<file path="src/rtl/uart_rx_pkg.sv">
package uart_rx_pkg;

  typedef enum logic [2:0] {
    PAR_NONE = 3'd0,
    PAR_ODD  = 3'd1,
    PAR_EVEN = 3'd2,
    PAR_ZERO = 3'd3,
    PAR_ONE  = 3'd4
  } par_mode_e;

  typedef enum logic [2:0] {
    ST_IDLE,
    ST_START,
    ST_DATA,
    ST_PAR,
    ST_STOP
  } rx_state_e;

endpackage

</file>
<file path="src/rtl/uart_rx_front.sv">
module uart_rx_front #(
  parameter int SYNC_STAGES = 2
) (
  input  logic clk_i,
  input  logic rst_ni,
  input  logic line_i,
  input  logic invert_i,
  output logic level_o,
  output logic fall_o
);

  logic [SYNC_STAGES-1:0] sync_q, sync_d;
  logic                   prev_q, prev_d;

  // shift chain of synchronizer flops
  always_comb begin
    sync_d = {sync_q[SYNC_STAGES-2:0], line_i};
  end

  assign level_o = sync_q[SYNC_STAGES-1] ^ invert_i;

  always_comb begin
    prev_d = level_o;
  end

  assign fall_o = prev_q & ~level_o;

  always_ff @(posedge clk_i or negedge rst_ni) begin
    if (!rst_ni) begin
      sync_q <= '0;
      prev_q <= 1'b0;
    end else begin
      sync_q <= sync_d;
      prev_q <= prev_d;
    end
  end

endmodule

</file>
<file path="src/rtl/uart_rx_baud.sv">
module uart_rx_baud #(
  parameter int DIV_W = 16
) (
  input  logic             clk_i,
  input  logic             rst_ni,
  input  logic [DIV_W-1:0] div_i,
  input  logic             load_i,
  input  logic             run_i,
  output logic             tick_o
);

  logic [DIV_W-1:0] cnt_q, cnt_d;
  logic             cnt_en;

  assign cnt_en = load_i | run_i;
  assign tick_o = run_i & ~load_i & (cnt_q == '0);

  always_comb begin
    cnt_d = cnt_q;
    if (load_i) begin
      cnt_d = div_i >> 1;
    end else if (run_i) begin
      if (cnt_q == '0) cnt_d = div_i - DIV_W'(1);
      else             cnt_d = cnt_q - DIV_W'(1);
    end
  end

  always_ff @(posedge clk_i or negedge rst_ni) begin
    if (!rst_ni) begin
      cnt_q <= '0;
    end else if (cnt_en) begin
      cnt_q <= cnt_d;
    end
  end

  AST_CNT_BOUND: assert property (@(posedge clk_i) disable iff (!rst_ni)
    run_i |-> (cnt_q < div_i));

endmodule

</file>
<file path="src/rtl/uart_rx_shift.sv">
module uart_rx_shift #(
  parameter int MAX_BITS = 9,
  localparam int NB_W = $clog2(MAX_BITS + 1)
) (
  input  logic                clk_i,
  input  logic                rst_ni,
  input  logic                clear_i,
  input  logic                shift_i,
  input  logic                bit_i,
  input  logic                msb_first_i,
  input  logic [NB_W-1:0]     nbits_i,
  output logic [MAX_BITS-1:0] word_o
);

  logic [MAX_BITS-1:0] sh_q, sh_d;
  logic [MAX_BITS-1:0] mask;
  logic [MAX_BITS-1:0] lsb_word;
  logic                sh_en;

  assign sh_en = clear_i | shift_i;

  always_comb begin
    sh_d = sh_q;
    if (clear_i) begin
      sh_d = '0;
    end else if (shift_i) begin
      if (msb_first_i) sh_d = {sh_q[MAX_BITS-2:0], bit_i};
      else             sh_d = {bit_i, sh_q[MAX_BITS-1:1]};
    end
  end

  for (genvar i = 0; i < MAX_BITS; i++) begin : g_mask
    assign mask[i] = (NB_W'(i) < nbits_i);
  end

  assign lsb_word = sh_q >> (NB_W'(MAX_BITS) - nbits_i);
  assign word_o   = msb_first_i ? (sh_q & mask) : lsb_word;

  always_ff @(posedge clk_i or negedge rst_ni) begin
    if (!rst_ni) begin
      sh_q <= '0;
    end else if (sh_en) begin
      sh_q <= sh_d;
    end
  end

endmodule

</file>
<file path="src/rtl/uart_rx_parity.sv">
module uart_rx_parity
  import uart_rx_pkg::*;
#(
  parameter int MAX_BITS = 9
) (
  input  logic [2:0]          mode_i,
  input  logic [MAX_BITS-1:0] word_i,
  input  logic                pbit_i,
  output logic                used_o,
  output logic                ok_o
);

  par_mode_e mode;
  logic      odd_total;

  assign mode      = par_mode_e'(mode_i);
  assign odd_total = (^word_i) ^ pbit_i;

  always_comb begin
    used_o = 1'b1;
    ok_o   = 1'b1;
    case (mode)
      PAR_ODD:  ok_o = odd_total;
      PAR_EVEN: ok_o = ~odd_total;
      PAR_ZERO: ok_o = ~pbit_i;
      PAR_ONE:  ok_o = pbit_i;
      default:  used_o = 1'b0;
    endcase
  end

endmodule

</file>
<file path="src/rtl/uart_frame_rx.sv">
module uart_frame_rx
  import uart_rx_pkg::*;
#(
  parameter int MAX_BITS    = 9,
  parameter int MIN_BITS    = 5,
  parameter int DIV_W       = 16,
  parameter int SYNC_STAGES = 2,
  localparam int NB_W = $clog2(MAX_BITS + 1)
) (
  input  logic                clk_i,
  input  logic                rst_ni,
  input  logic                rx_line_i,
  input  logic                rx_invert_i,
  input  logic [DIV_W-1:0]    div_i,
  input  logic [NB_W-1:0]     cfg_nbits_i,
  input  logic [2:0]          cfg_parity_i,
  input  logic                cfg_par_check_i,
  input  logic                cfg_msb_first_i,
  output logic [MAX_BITS-1:0] data_o,
  output logic                valid_o,
  output logic                par_err_o,
  output logic                frame_err_o,
  output logic                start_err_o
);

  rx_state_e           state_q, state_d;
  logic [NB_W-1:0]     bitcnt_q, bitcnt_d;
  logic [NB_W-1:0]     bitcnt_inc;
  logic [NB_W-1:0]     nbits_eff;
  logic                pbit_q, pbit_d;
  logic                level, fall, tick, run;
  logic                load, shift, done, serr_d;
  logic                par_used, par_ok;
  logic [MAX_BITS-1:0] word;
  logic [MAX_BITS-1:0] data_q;
  logic                valid_q, perr_q, ferr_q, serr_q;
  logic                valid_d, perr_d, ferr_d;

  // clamp the configured length into the supported range
  always_comb begin
    if (cfg_nbits_i < NB_W'(MIN_BITS))      nbits_eff = NB_W'(MIN_BITS);
    else if (cfg_nbits_i > NB_W'(MAX_BITS)) nbits_eff = NB_W'(MAX_BITS);
    else                                    nbits_eff = cfg_nbits_i;
  end

  uart_rx_front #(.SYNC_STAGES(SYNC_STAGES)) u_front (
    .clk_i    (clk_i),
    .rst_ni   (rst_ni),
    .line_i   (rx_line_i),
    .invert_i (rx_invert_i),
    .level_o  (level),
    .fall_o   (fall)
  );

  uart_rx_baud #(.DIV_W(DIV_W)) u_baud (
    .clk_i  (clk_i),
    .rst_ni (rst_ni),
    .div_i  (div_i),
    .load_i (load),
    .run_i  (run),
    .tick_o (tick)
  );

  uart_rx_shift #(.MAX_BITS(MAX_BITS)) u_shift (
    .clk_i       (clk_i),
    .rst_ni      (rst_ni),
    .clear_i     (load),
    .shift_i     (shift),
    .bit_i       (level),
    .msb_first_i (cfg_msb_first_i),
    .nbits_i     (nbits_eff),
    .word_o      (word)
  );

  uart_rx_parity #(.MAX_BITS(MAX_BITS)) u_parity (
    .mode_i (cfg_parity_i),
    .word_i (word),
    .pbit_i (pbit_q),
    .used_o (par_used),
    .ok_o   (par_ok)
  );

  assign run        = (state_q != ST_IDLE);
  assign bitcnt_inc = bitcnt_q + NB_W'(1);

  // next-state process
  always_comb begin
    state_d  = state_q;
    bitcnt_d = bitcnt_q;
    pbit_d   = pbit_q;
    load     = 1'b0;
    shift    = 1'b0;
    done     = 1'b0;
    serr_d   = 1'b0;
    case (state_q)
      ST_IDLE: begin
        if (fall) begin
          state_d = ST_START;
          load    = 1'b1;
        end
      end
      ST_START: begin
        if (tick) begin
          if (level) begin
            state_d = ST_IDLE;
            serr_d  = 1'b1;
          end else begin
            state_d  = ST_DATA;
            bitcnt_d = '0;
          end
        end
      end
      ST_DATA: begin
        if (tick) begin
          shift    = 1'b1;
          bitcnt_d = bitcnt_inc;
          if (bitcnt_inc == nbits_eff) begin
            state_d = par_used ? ST_PAR : ST_STOP;
          end
        end
      end
      ST_PAR: begin
        if (tick) begin
          pbit_d  = level;
          state_d = ST_STOP;
        end
      end
      ST_STOP: begin
        if (tick) begin
          done    = 1'b1;
          state_d = ST_IDLE;
        end
      end
      default: state_d = ST_IDLE;
    endcase
  end

  // result next values
  always_comb begin
    valid_d = done;
    perr_d  = done & par_used & cfg_par_check_i & ~par_ok;
    ferr_d  = done & ~level;
  end

  // register process
  always_ff @(posedge clk_i or negedge rst_ni) begin
    if (!rst_ni) begin
      state_q  <= ST_IDLE;
      bitcnt_q <= '0;
      pbit_q   <= 1'b0;
      data_q   <= '0;
      valid_q  <= 1'b0;
      perr_q   <= 1'b0;
      ferr_q   <= 1'b0;
      serr_q   <= 1'b0;
    end else begin
      state_q  <= state_d;
      bitcnt_q <= bitcnt_d;
      pbit_q   <= pbit_d;
      valid_q  <= valid_d;
      perr_q   <= perr_d;
      ferr_q   <= ferr_d;
      serr_q   <= serr_d;
      if (done) begin
        data_q <= word;
      end
    end
  end

  assign data_o      = data_q;
  assign valid_o     = valid_q;
  assign par_err_o   = perr_q;
  assign frame_err_o = ferr_q;
  assign start_err_o = serr_q;

  AST_VALID_PULSE: assert property (@(posedge clk_i) disable iff (!rst_ni)
    valid_o |=> !valid_o);
  AST_DATA_ALIGNED: assert property (@(posedge clk_i) disable iff (!rst_ni)
    valid_o |-> ((data_o >> nbits_eff) == '0));
  AST_SERR_NO_VALID: assert property (@(posedge clk_i) disable iff (!rst_ni)
    start_err_o |-> !valid_o);
  AST_PERR_WITH_VALID: assert property (@(posedge clk_i) disable iff (!rst_ni)
    par_err_o |-> valid_o);
  AST_FERR_WITH_VALID: assert property (@(posedge clk_i) disable iff (!rst_ni)
    frame_err_o |-> valid_o);
  AST_PERR_CHECK_OFF: assert property (@(posedge clk_i) disable iff (!rst_ni)
    (!cfg_par_check_i && $stable(cfg_par_check_i)) |-> !par_err_o);

endmodule

</file>
<file path="config.mk">
export PLATFORM = sky130hd
export DESIGN_NAME = uart_frame_rx
export DESIGN_NICKNAME = d
export VERILOG_FILES = /design/src/rtl/uart_rx_pkg.sv /design/src/rtl/uart_rx_front.sv /design/src/rtl/uart_rx_baud.sv /design/src/rtl/uart_rx_shift.sv /design/src/rtl/uart_rx_parity.sv /design/src/rtl/uart_frame_rx.sv
export SDC_FILE = /design/constraint.sdc
export NUM_CORES = 1
export LEC_CHECK = 0
export ABC_CLOCK_PERIOD_IN_PS = 3050
export BUFFER_PORTS_ARGS = -buffer_cell sky130_fd_sc_hd__buf_2
export CORE_MARGIN = 2
export CORE_UTILIZATION = 40
export DETAILED_ROUTE_END_ITERATION = 8
export HOLD_SLACK_MARGIN = 0.15
export PLACE_DENSITY_LB_ADDON = 0.25
export SLEW_MARGIN = 30
export SYNTH_ARGS = -nofsm -noshare
export SYNTH_HDL_FRONTEND = slang
export SYNTH_SLANG_ARGS = --single-unit
export TNS_END_PERCENT = 50
</file>
<file path="constraint.sdc">
create_clock -name clk_i -period 3.05 [get_ports clk_i]
set_input_delay 0.61 -clock clk_i [delete_from_list [all_inputs] [get_ports clk_i]]
set_output_delay 0.61 -clock clk_i [all_outputs]
set_load 0.03 [all_outputs]
</file>
======== Word-level counts from Yosys, hierarchy flattened ========
Index checks and enable logic that the tools add are counted.
storage, ports and cells
  register bits after elaboration ......... 49
  output and inout bits ................... 13
  logic and storage cells ................. 106
cells by class
  add/sub/neg operators ................... 4
  $lt $le $gt $ge ......................... 11
  equality and inequality tests ........... 16
  shift operators ......................... 1
  multiplexer cells ....................... 32
  bitwise logic cells ..................... 17
  reductions and logical operators ........ 13
operators by type and width
  cell                   count
  $mux 16                3
  $mux 9                 4
  $sub 16x1->16 const B  2
  $mux 3                 7
  $mux 4                 5
  $logic_not 16->1       1
  $lt 3x4->1 const A     4
  $pmux 3 s5             1
  $ne 2x2->1 const B     7
  $eq 3x2->1 const B     4
  $and 9x9->9            1
  $mux 1                 9
  $reduce_xor 9->1       1
  $shr 9x4->9            1
  $lt 1x4->1 const A     2
  $lt 2x4->1 const A     2
  $pmux 4 s2             1
  $and 1x1->1            7
  $eq 3x1->1 const B     2
  $eq 3x3->1 const B     2
  $reduce_and 2->1       3
  $reduce_and 6->1       1
  $reduce_bool 2->1      3
  $not 1->1              5
  14 further kinds       16

======== Logic depth before layout (Yosys ltp) ========
Gate-level depths: netlist of the first run.
  word-level depth ........................ 13
  mapped depth ............................ 14
  mapped depth without buffers ............ 12

======== By module ========
A second synthesis of the first run with hierarchy kept.
second synthesis, totals
  cells, all modules ...................... 412
  area, all modules ....................... 3732.3 um^2
modules (own cells, without submodules)
  module          times used  cells an instance  area an instance (um^2)  seq. area each (um^2)
  uart_rx_baud    1           183                1418.9                   400.4
  uart_frame_rx   1           103                1102.3                   525.5
  uart_rx_shift   1           103                964.7                    225.2
  uart_rx_parity  1           17                 155.1                    0.0
  uart_rx_front   1           6                  91.3                     75.1

======== Least setup slack after synthesis of the first run ========
No wires, ideal clock.
  kind .................................... input-to-reg
  start ................................... in cfg_nbits_i[3]
  end ..................................... reg perr_q, in the netlist par_err_o
  library setup time ...................... 0.122 ns
  arrival time ............................ 3.284 ns
  data required time ...................... 2.928 ns
  setup slack ............................. -0.356 ns
  cell stages on the path ................. 13
  path through ............................ buf_2 nand3b_1 buf_4 buf_4 ha_1 nor3_1 a31oi_1 o22ai_1 a41oi_1 xnor3_1 xnor2_1 mux2i_1 o2111a_1
between the ends
  longest elaborated chain between the ends .. 12
ends and longest elaborated chain
  element                                            RTL line                                  RTL
  start: declaration                                 uart_frame_rx.sv:15                       input logic [NB_W-1:0] cfg_nbits_i,
  $gt 4x4->1                                         uart_frame_rx.sv:42                       else if (cfg_nbits_i > NB_W'(MAX_BITS)) nbits_eff = NB_W'(MAX_BITS);
  $mux 4                                             uart_frame_rx.sv:42
  $mux 4 (*)                                         uart_frame_rx.sv:41                       if (cfg_nbits_i < NB_W'(MIN_BITS)) nbits_eff = NB_W'(MIN_BITS);
  $sub 4x4->4 (tied with other cells)                uart_rx_shift.sv:36                       assign lsb_word = sh_q >> (NB_W'(MAX_BITS) - nbits_i);
  $shr 9x4->9 / $and 9x9->9 (equally long branches)  uart_rx_shift.sv:36, uart_rx_shift.sv:37
  $mux 9 (*)                                         uart_rx_shift.sv:37                       assign word_o = msb_first_i ? (sh_q & mask) : lsb_word;
  $reduce_xor 9->1 (*)                               uart_rx_parity.sv:17                      assign odd_total = (^word_i) ^ pbit_i;
  $xor 1x1->1 (*)                                    uart_rx_parity.sv:17
  $not 1->1                                          uart_rx_parity.sv:24                      PAR_EVEN: ok_o = ~odd_total;
  $pmux 1 s4 (*)                                     uart_rx_parity.sv:22                      case (mode)
  $not 1->1 (*)                                      uart_frame_rx.sv:141                      perr_d = done & par_used & cfg_par_check_i & ~par_ok;
  $and 1x1->1 (*)                                    uart_frame_rx.sv:141
  named net perr_d                                   uart_frame_rx.sv:37                       logic valid_d, perr_d, ferr_d;
  end signal: assignment                             uart_frame_rx.sv:161                      perr_q <= perr_d;
  end: declaration                                   uart_frame_rx.sv:36                       logic valid_q, perr_q, ferr_q, serr_q;
The timed path passes the listed nets; every way through them passes the cells marked *.
A chain may end at the register's enable or synchronous reset.

======== Worst setup path in the final report of the first run ========
  start ................................... in cfg_nbits_i[1]
  end ..................................... reg perr_q, in the netlist par_err_o
Same word-level chain as after synthesis.

==> impl_summary.txt, run 1 <==
----------------------------------------------------
[Timing]
  Largest clock skew in the final design ... 13.7 ps
  Final-report hold violation count ... 0
  Unrepaired setup endpoints after global routing ... no
  Worst slew pin tran ... 740 ps
  Final Slew Violations ... 0
  Peak clock frequency supported by timing ... between 300 and 400 MHz
  Crit share post-route ... 95.3%
  Final number of setup-violating endpoints ... 0
  Relative slew margins ... 50.0%
  Min Tclk post-route ... 2910 ps
  Final Hold Slack ... 346 ps

[Placed design]
  Global placer's final weighted congestion ... roughly 0.9
  Input/output buffers ... 41
  Post-placement cell count ... 583
  Area post-placement ... 3910 sq um
  Detailed placer's ending HPWL ... 6620 um

[Run]
  Max capacitance violation total ... 0

[Global route]
  Vias in the first global route ... 2977
  Final global-route overflow total ... 0
  Maximum number of pins on one net before global-route repair ... 30
  Antenna violations before repair ... 0
  Total routing resource utilization after global routing ... 20.3%
  First-pass GRT wire length ... approximately 15000 um

[CTS]
  Post-CTS setup buffers ... 0
  Number of sinks driven by the clock tree ... 49
  Clock-pin slew of the registers on the worst-case setup and hold paths ... 100 ps
  Number of buffers on the longest clock path ... 2
  CTS Root Buffer Type ... sky130_fd_sc_hd__clkbuf_8
  Later-pin clock latency in the skew report ... 320 ps
  H-tree level count ... 2
  Number of buffers added by the clock tree synthesis step ... 5
  Number of hold buffers added after cts ... 0
  Clock tree from TritonCTS ... built

[Critical path]
  Internal reg-to-reg setup slack ... 340 ps
  Nature of the critical path endpoint ... flip-flop
  Critical path fanouts, max ... 5
  Destination of the worst register-to-register timing path ... u_baud.cnt_q[10]$_DFFE_PN0P_
  Crit start category ... input pin
  Crit Reg-Reg Startpoint ... u_baud.cnt_q[8]$_DFFE_PN0P_
  Number of cell instances on the worst register-to-register path ... 13
  Path type of the worst setup path ... in2reg
  Data arrival at the endpoint of the critical path ... 3150 ps
  WP data required ... 3300 ps

[Power]
  Share of total power in combinational logic ... 36.0%
  Net Sw Power ... 861 uW
  Pwr Total ... roughly 2200 uW
  Fraction of power spent switching nets ... 38.5%
  Worst vdd ir ... 246 uV
  Leakage power ... 0.00174 uW
  Relative contribution of the clock network to total power ... between 20% and 30%
  Cell-internal power ... 1370 uW
  Portion of total power attributed to sequential cells ... 41.6%
  Power density over cell area ... roughly 550 nW/um^2

[Drt]
  Drt first-iter violations ... 275
  Routed wire length ... 8930 um
  Overall via count from detail_route ... 3362
  Number of vias per cell ... 5.69
  DRC violations left ... 0
  DR WL/cell ... 15.1 um
  Remaining antenna violation count after routing ... 0
  First-pass detailed-route iteration total ... 5

[Run status]
  Status ... completed

[Floorplanning]
  Floorplan die area ... 9210 sq um
  Total number of placement rows ... 33
  X dimension of the die ... 96.0 um
  I/O pins ... 42
  DIE HEIGHT ... approximately 96 um
  Core region area ... 8220 sq um
  Initial cell density of the core ... a little over 40%

[Synth]
  Combined area of all synthesized cells ... 3380 sq um
  Cells taking the most area after synthesis ... sky130_fd_sc_hd__dfrtp_1 36%, sky130_fd_sc_hd__nand2_1 8.2%, sky130_fd_sc_hd__o21ai_0 5.0%
  Post-synth EDFFs ... 0
  Most instantiated flip-flop cell in the synthesis netlist ... sky130_fd_sc_hd__dfrtp_1
  Avg Inst Size Synth ... approximately 7.9 sq um
  Proportion of synthesized flip-flops having asynchronous set or reset ... 100%
  Biggest area consumer among synthesized cells ... sky130_fd_sc_hd__dfrtp_1
  Syn_nets ... approximately 460
  Seq/Total Area, Yosys ... 36.2%
  Fraction of synthesized cell area taken by the top area cell type ... 36.2%
  Count of yosys warnings during synthesis ... 0
  Number of distinct standard cells referenced by the synthesized netlist ... 59
  #FFs+latches synth ... just under 50
  Gate Count Post-Synth ... 426

[Finish]
  Final #Nets ... between 500 and 600
  Post-synthesis to final-layout area growth ... 19.6%
  Share of final-layout standard cells stronger than drive strength 1 ... 20.8%
  Antenna diode instance count ... 0
  Share of the core filled with cells in the final layout ... 49.3%
  Final Cell Area ... 4050 sq um
  Count of placed standard cells in the final layout, fillers left out ... 591
  Count of filler cells inserted in the layout ... ~800

[Min path]
  Classification of the worst-slack hold path ... in2async

----------------------------------------------------
-- metal layers --
metal / up-vias / part of all wire (%) / GRT usage (%)
li1: 1676 / - / -
met1: 1587 / 49 / 30.7
met2: 92 / 45 / 30.8
met3: 7 / 5.2 / 3.13
met4: 0 / 0.78 / 3.57
met5: - / 0 / 0
-- worst max-delay path by stage --
stage,start,end,cells after the start
CTS,cfg_nbits_i[1],par_err_o$_DFF_PN0_,13
finish,cfg_nbits_i[1],par_err_o$_DFF_PN0_,13
detailed placement,cfg_nbits_i[1],par_err_o$_DFF_PN0_,13
global route,u_baud.cnt_q[8]$_DFFE_PN0P_,u_baud.cnt_q[10]$_DFFE_PN0P_,13
global placement,cfg_nbits_i[0],par_err_o$_DFF_PN0_,9
floorplan,cfg_nbits_i[3],par_err_o$_DFF_PN0_,14
-- synth_stat cells, types with 8 or more instances --
cell type / number
sky130_fd_sc_hd__nor3_1: 9
sky130_fd_sc_hd__a21oi_1: 33
sky130_fd_sc_hd__xnor2_1: 9
sky130_fd_sc_hd__nand2_1: 74
sky130_fd_sc_hd__clkbuf_1: 17
sky130_fd_sc_hd__mux2i_1: 8
sky130_fd_sc_hd__o21ai_0: 34
sky130_fd_sc_hd__and3_1: 8
sky130_fd_sc_hd__dfrtp_1: 49
sky130_fd_sc_hd__inv_1: 8
sky130_fd_sc_hd__nand3_1: 19
sky130_fd_sc_hd__nor2_1: 41
sky130_fd_sc_hd__a31oi_1: 16
-- sequential cells by signal (all words and copies together) (netlist names) --
signal	cells
start_err_o	1
data_o	9
frame_err_o	1
state_q	3
u_baud.cnt_q	16
u_front.prev_q	1
bitcnt_q	4
u_shift.sh_q	9
u_front.sync_q	2
par_err_o	1
pbit_q	1
valid_o	1
-- worst max-delay path: stages --
cell                       delay [ps]
sky130_fd_sc_hd__buf_2            100
sky130_fd_sc_hd__buf_4            110
sky130_fd_sc_hd__nand3b_1         150
sky130_fd_sc_hd__ha_4             210
sky130_fd_sc_hd__xor2_1           180
sky130_fd_sc_hd__or3_4            370
sky130_fd_sc_hd__a311oi_1         230
sky130_fd_sc_hd__a221o_1          190
sky130_fd_sc_hd__xor2_1           160
sky130_fd_sc_hd__xnor3_1          250
sky130_fd_sc_hd__xnor2_1          200
sky130_fd_sc_hd__mux2i_1          210
sky130_fd_sc_hd__o2111a_1         190
-- power by group through the flow --
stage | Combinational (uW) | Sequential (uW) | Clock (uW)
after floorplan | 638 | 861 | 0
after global placement | 779 | 932 | 0
after detailed placement | 795 | 936 | 0
after CTS | 800 | 923 | 514
after global routing | 936 | 954 | 541
final | 806 | 930 | 500
-- through the flow --
| stage | setup WS (ps) | setup TNS (ps) |
|---|---|---|
| floorplan | -230 | -230 |
| global placement | -144 | -144 |
| detailed placement | -197 | -197 |
| CTS | 125 | 0 |
| global route | 2.27 | 0 |
| finish | 142 | 0 |
-- layout by cell type, fill, tap and decap left out, types with 3 or more instances in the layout --
master                      count
sky130_fd_sc_hd__xor2_1         7
sky130_fd_sc_hd__a211oi_1       5
sky130_fd_sc_hd__o32ai_1        4
sky130_fd_sc_hd__and3_1         8
sky130_fd_sc_hd__o22ai_1        5
sky130_fd_sc_hd__nor3_1         7
sky130_fd_sc_hd__o21ai_0       34
sky130_fd_sc_hd__a21boi_0       5
sky130_fd_sc_hd__a32o_1         4
sky130_fd_sc_hd__inv_1          8
sky130_fd_sc_hd__dfrtp_1       49
sky130_fd_sc_hd__nand3_1       19
sky130_fd_sc_hd__clkbuf_8       6
sky130_fd_sc_hd__a31oi_1       16
sky130_fd_sc_hd__buf_2         41
sky130_fd_sc_hd__xnor2_1        9
sky130_fd_sc_hd__a2111oi_0      3
sky130_fd_sc_hd__or3_1          3
sky130_fd_sc_hd__buf_4         36
sky130_fd_sc_hd__nor2b_1        4
sky130_fd_sc_hd__nor2_1        41
sky130_fd_sc_hd__a21oi_1       33
sky130_fd_sc_hd__and2b_1        3
sky130_fd_sc_hd__nand2_1       74
sky130_fd_sc_hd__mux2i_1        8
sky130_fd_sc_hd__nor4_1         5
-- layout make-up --
type | count | area (sq um) | share of cell area, %
clock inverter | 2 | 37.5 | 0.927
clock buffer | 6 | 82.6 | 2.04
multi-input combinational | 344 | 2060 | 51.0
inverter | 8 | 30.0 | 0.742
tap | 105 | 131 | 3.25
timing repair buffer | 77 | 475 | 11.7
sequential | 49 | 1230 | 30.3
-- kinds of logic (layout without fill, tap and decap cells) --
logic type      count (synthesis)  in the layout  share of synthesized area (%)
flops                          49             49                           36.2
simple gates                  181            181                           24.7
buf+inv                        33             93                           4.21
fa+ha+maj                       3              3                           1.11
xor+xnor                       18             18                           5.47
compound gates                133            133                           25.5
mux                             9              9                           2.70
-- timing repair --
item                                    in CTS  in global routing
resized for setup                            0                  4
endpoints found under the hold margin        0                  0
endpoints found under the setup margin       0                  6
No activity file was read; power rests on OpenSTA's default activity.
==> run 2: changes to the inputs <==
--- a/config.mk
+++ b/config.mk
@@ -8,7 +8,7 @@
 export ABC_CLOCK_PERIOD_IN_PS = 3050
 export BUFFER_PORTS_ARGS = -buffer_cell sky130_fd_sc_hd__buf_2
 export CORE_MARGIN = 2
-export CORE_UTILIZATION = 40
+export CORE_UTILIZATION = 59
 export DETAILED_ROUTE_END_ITERATION = 8
 export HOLD_SLACK_MARGIN = 0.15
 export PLACE_DENSITY_LB_ADDON = 0.25
==> impl_summary.txt, run 2 (synthesis gave the netlist of run 1 again) <==
----------------------------------------------------
[Finish]
  Antenna diode instance count ... 0
  Most frequent cells in the layout ... 74 x sky130_fd_sc_hd__nand2_1, 49 x sky130_fd_sc_hd__dfrtp_1, 41 x sky130_fd_sc_hd__nor2_1, 41 x sky130_fd_sc_hd__buf_2, 34 x sky130_fd_sc_hd__o21ai_0
  Post-synthesis to final-layout area growth ... 17.1%
  Share of the core filled with cells in the final layout ... 71.5%
  Count of filler cells inserted in the layout ... 432
  Final #Nets ... slightly above 500
  Share of final-layout standard cells stronger than drive strength 1 ... 20.1%
  Max FFs per register ... 16
  Leading cell type in the layout, fill and taps excluded ... sky130_fd_sc_hd__nand2_1
  Register bank with the most flops ... u_baud.cnt_q

[Timing]
  Final Slew Violations ... 0
  Final-report hold violation count ... 0
  Relative slew margins ... between 50% and 60%
  Crit share post-route ... 93.7%
  Largest clock skew in the final design ... 6.19 ps
  Unrepaired setup endpoints after global routing ... no
  Final Hold Slack ... 367 ps
  Peak clock frequency supported by timing ... 350 MHz
  Final number of setup-violating endpoints ... 0
  Worst slew pin tran ... 666 ps
  Min Tclk post-route ... 2860 ps

[Floorplanning]
  Initial cell density of the core ... 61.1%
  I/O pins ... 42
  Floorplan die area ... approximately 6400 sq um
  Total number of placement rows ... 27
  DIE HEIGHT ... ~80 um
  X dimension of the die ... 79.7 um
  Core region area ... roughly 5500 sq um

[Power]
  Power density over cell area ... 535 nW/um^2
  Net Sw Power ... approximately 850 uW
  Leakage power ... roughly 0.0017 uW
  Share of total power in combinational logic ... a little under two fifths
  Worst vdd ir ... roughly 280 uV
  Relative contribution of the clock network to total power ... between 10% and 20%
  Portion of total power attributed to sequential cells ... 44.0%
  Fraction of power spent switching nets ... between 40% and 50%
  Cell-internal power ... 1270 uW

[Critical path]
  CP Buf/Inv Count ... 1
  Kind of cell adding the most delay to the critical path ... XOR/XNOR gates
  WP data required ... 3250 ps
  CP peak stage delay ... between 300 and 400 ps
  Data arrival at the endpoint of the critical path ... 3060 ps
  Nature of the critical path endpoint ... flip-flop
  Path type of the worst setup path ... in2reg
  Max stage delay cell, worst path ... sky130_fd_sc_hd__or3_4
  Crit start category ... input pin
  Ordered cell list for the critical path ... buf_2 -> nand3b_1 -> ha_4 -> xor2_2 -> or3_4 -> a311oi_1 -> a221o_1 -> xor2_1 -> xnor3_1 -> xnor2_2 -> mux2i_1 -> o2111a_1
  Critical path fanouts, max ... 5

[CTS]
  Clock tree from TritonCTS ... built
  Number of buffers on the longest clock path ... 2
  Number of buffers added by the clock tree synthesis step ... 5
  CTS Root Buffer Type ... sky130_fd_sc_hd__clkbuf_8
  Clock-pin slew of the registers on the worst-case setup and hold paths ... 90 ps
  H-tree level count ... 2
  Number of sinks driven by the clock tree ... 49
  Later-pin clock latency in the skew report ... 310 ps

[Global route]
  Maximum number of pins on one net before global-route repair ... 50
  Total routing resource utilization after global routing ... 28.5%
  First-pass GRT wire length ... 14400 um
  Antenna violations before repair ... 0
  Vias in the first global route ... 3126
  Final global-route overflow total ... 0

[Drt]
  Number of vias per cell ... roughly 6.1
  Drt first-iter violations ... 270
  Remaining antenna violation count after routing ... 0
  Overall via count from detail_route ... between 3000 and 4000
  DRC violations left ... 0
  DR WL/cell ... approximately 15 um
  First-pass detailed-route iteration total ... 5
  Routed wire length ... 8410 um

[Run status]
  Status ... completed

[Run]
  Max capacitance violation total ... 0

[Min path]
  Classification of the worst-slack hold path ... reg2reg

[Placed design]
  Detailed placer's ending HPWL ... slightly above 6000 um
  Input/output buffers ... about 40
  Global placer's final weighted congestion ... roughly 0.94

----------------------------------------------------
run 2: what timing repair did:
action / CTS / global route
setup endpoints to repair: 0 / 5
gates resized for setup: 0 / 7
hold buffers: 0 / 0
setup buffers: 0 / 0
run 2: metrics by stage:
stage	std cells	area [sq um]	TNS, ps	worst slack [ps]	power, uW
floorplan	426	3410	-230	-230	1500
global placement	547	3840	-108	-108	1690
detailed placement	547	3840	-175	-175	1720
CTS	555	3920	0	123	2110
global route	555	3960	0	9.59	2280
finish	555	3960	0	191	2120
run 2: worst paths after layout:
kind / start / slack, ps / cells past startpoint / to
max: cfg_nbits_i[3] / 190 / 12 / par_err_o$_DFF_PN0_
min: u_front.sync_q[0]$_DFF_PN0_ / 370 / 0 / u_front.sync_q[1]$_DFF_PN0_
max reg2reg: u_baud.cnt_q[8]$_DFFE_PN0P_ / 300 / 13 / u_baud.cnt_q[10]$_DFFE_PN0P_
min reg2reg: u_front.sync_q[0]$_DFF_PN0_ / 370 / 0 / u_front.sync_q[1]$_DFF_PN0_
max in group asynchronous: rst_ni / 2220 / 2 / u_shift.sh_q[6]$_DFFE_PN0P_
min in group asynchronous: rst_ni / 390 / 2 / data_o[0]$_DFFE_PN0P_
run 2: layer usage:
layer / global-route usage, % / vias up / part of all wire, %
li1: - / 1664 / -
met1: 43.4 / 1585 / 50
met2: 43.4 / 131 / 44
met3: 4.07 / 6 / 5.8
met4: 6.10 / 0 / 0.68
met5: 0 / - / 0
run 2: worst reg2reg max path: stages (launching register included):
cell and delay, ps:
sky130_fd_sc_hd__dfrtp_1 430, sky130_fd_sc_hd__nor3_1 70, sky130_fd_sc_hd__buf_4 150, sky130_fd_sc_hd__nand4_1 110
sky130_fd_sc_hd__nor2_1 90, sky130_fd_sc_hd__a21oi_1 210, sky130_fd_sc_hd__ha_1 230, sky130_fd_sc_hd__o311ai_0 240
sky130_fd_sc_hd__a211oi_2 340, sky130_fd_sc_hd__nor2b_2 280, sky130_fd_sc_hd__and3_1 200, sky130_fd_sc_hd__xnor2_1 120
sky130_fd_sc_hd__nor2_1 50, sky130_fd_sc_hd__a31oi_1 150
run 2: final cells by class:
type	instances	area (sq um)	share of cell area, %
clock buffer	8	80.1	2.02
multi-input combinational	344	2080	52.6
tap	72	90.1	2.27
timing repair buffer	74	453	11.4
sequential	49	1230	30.9
inverter	8	30.0	0.758
run 2: power by group through the flow:
stage                     Clock (uW)  Combinational, uW  Sequential (uW)
final                            378                810              933
after global routing             413                911              954
after CTS                        388                795              924
after global placement             0                764              927
after detailed placement           0                787              937
after floorplan                    0                638              861
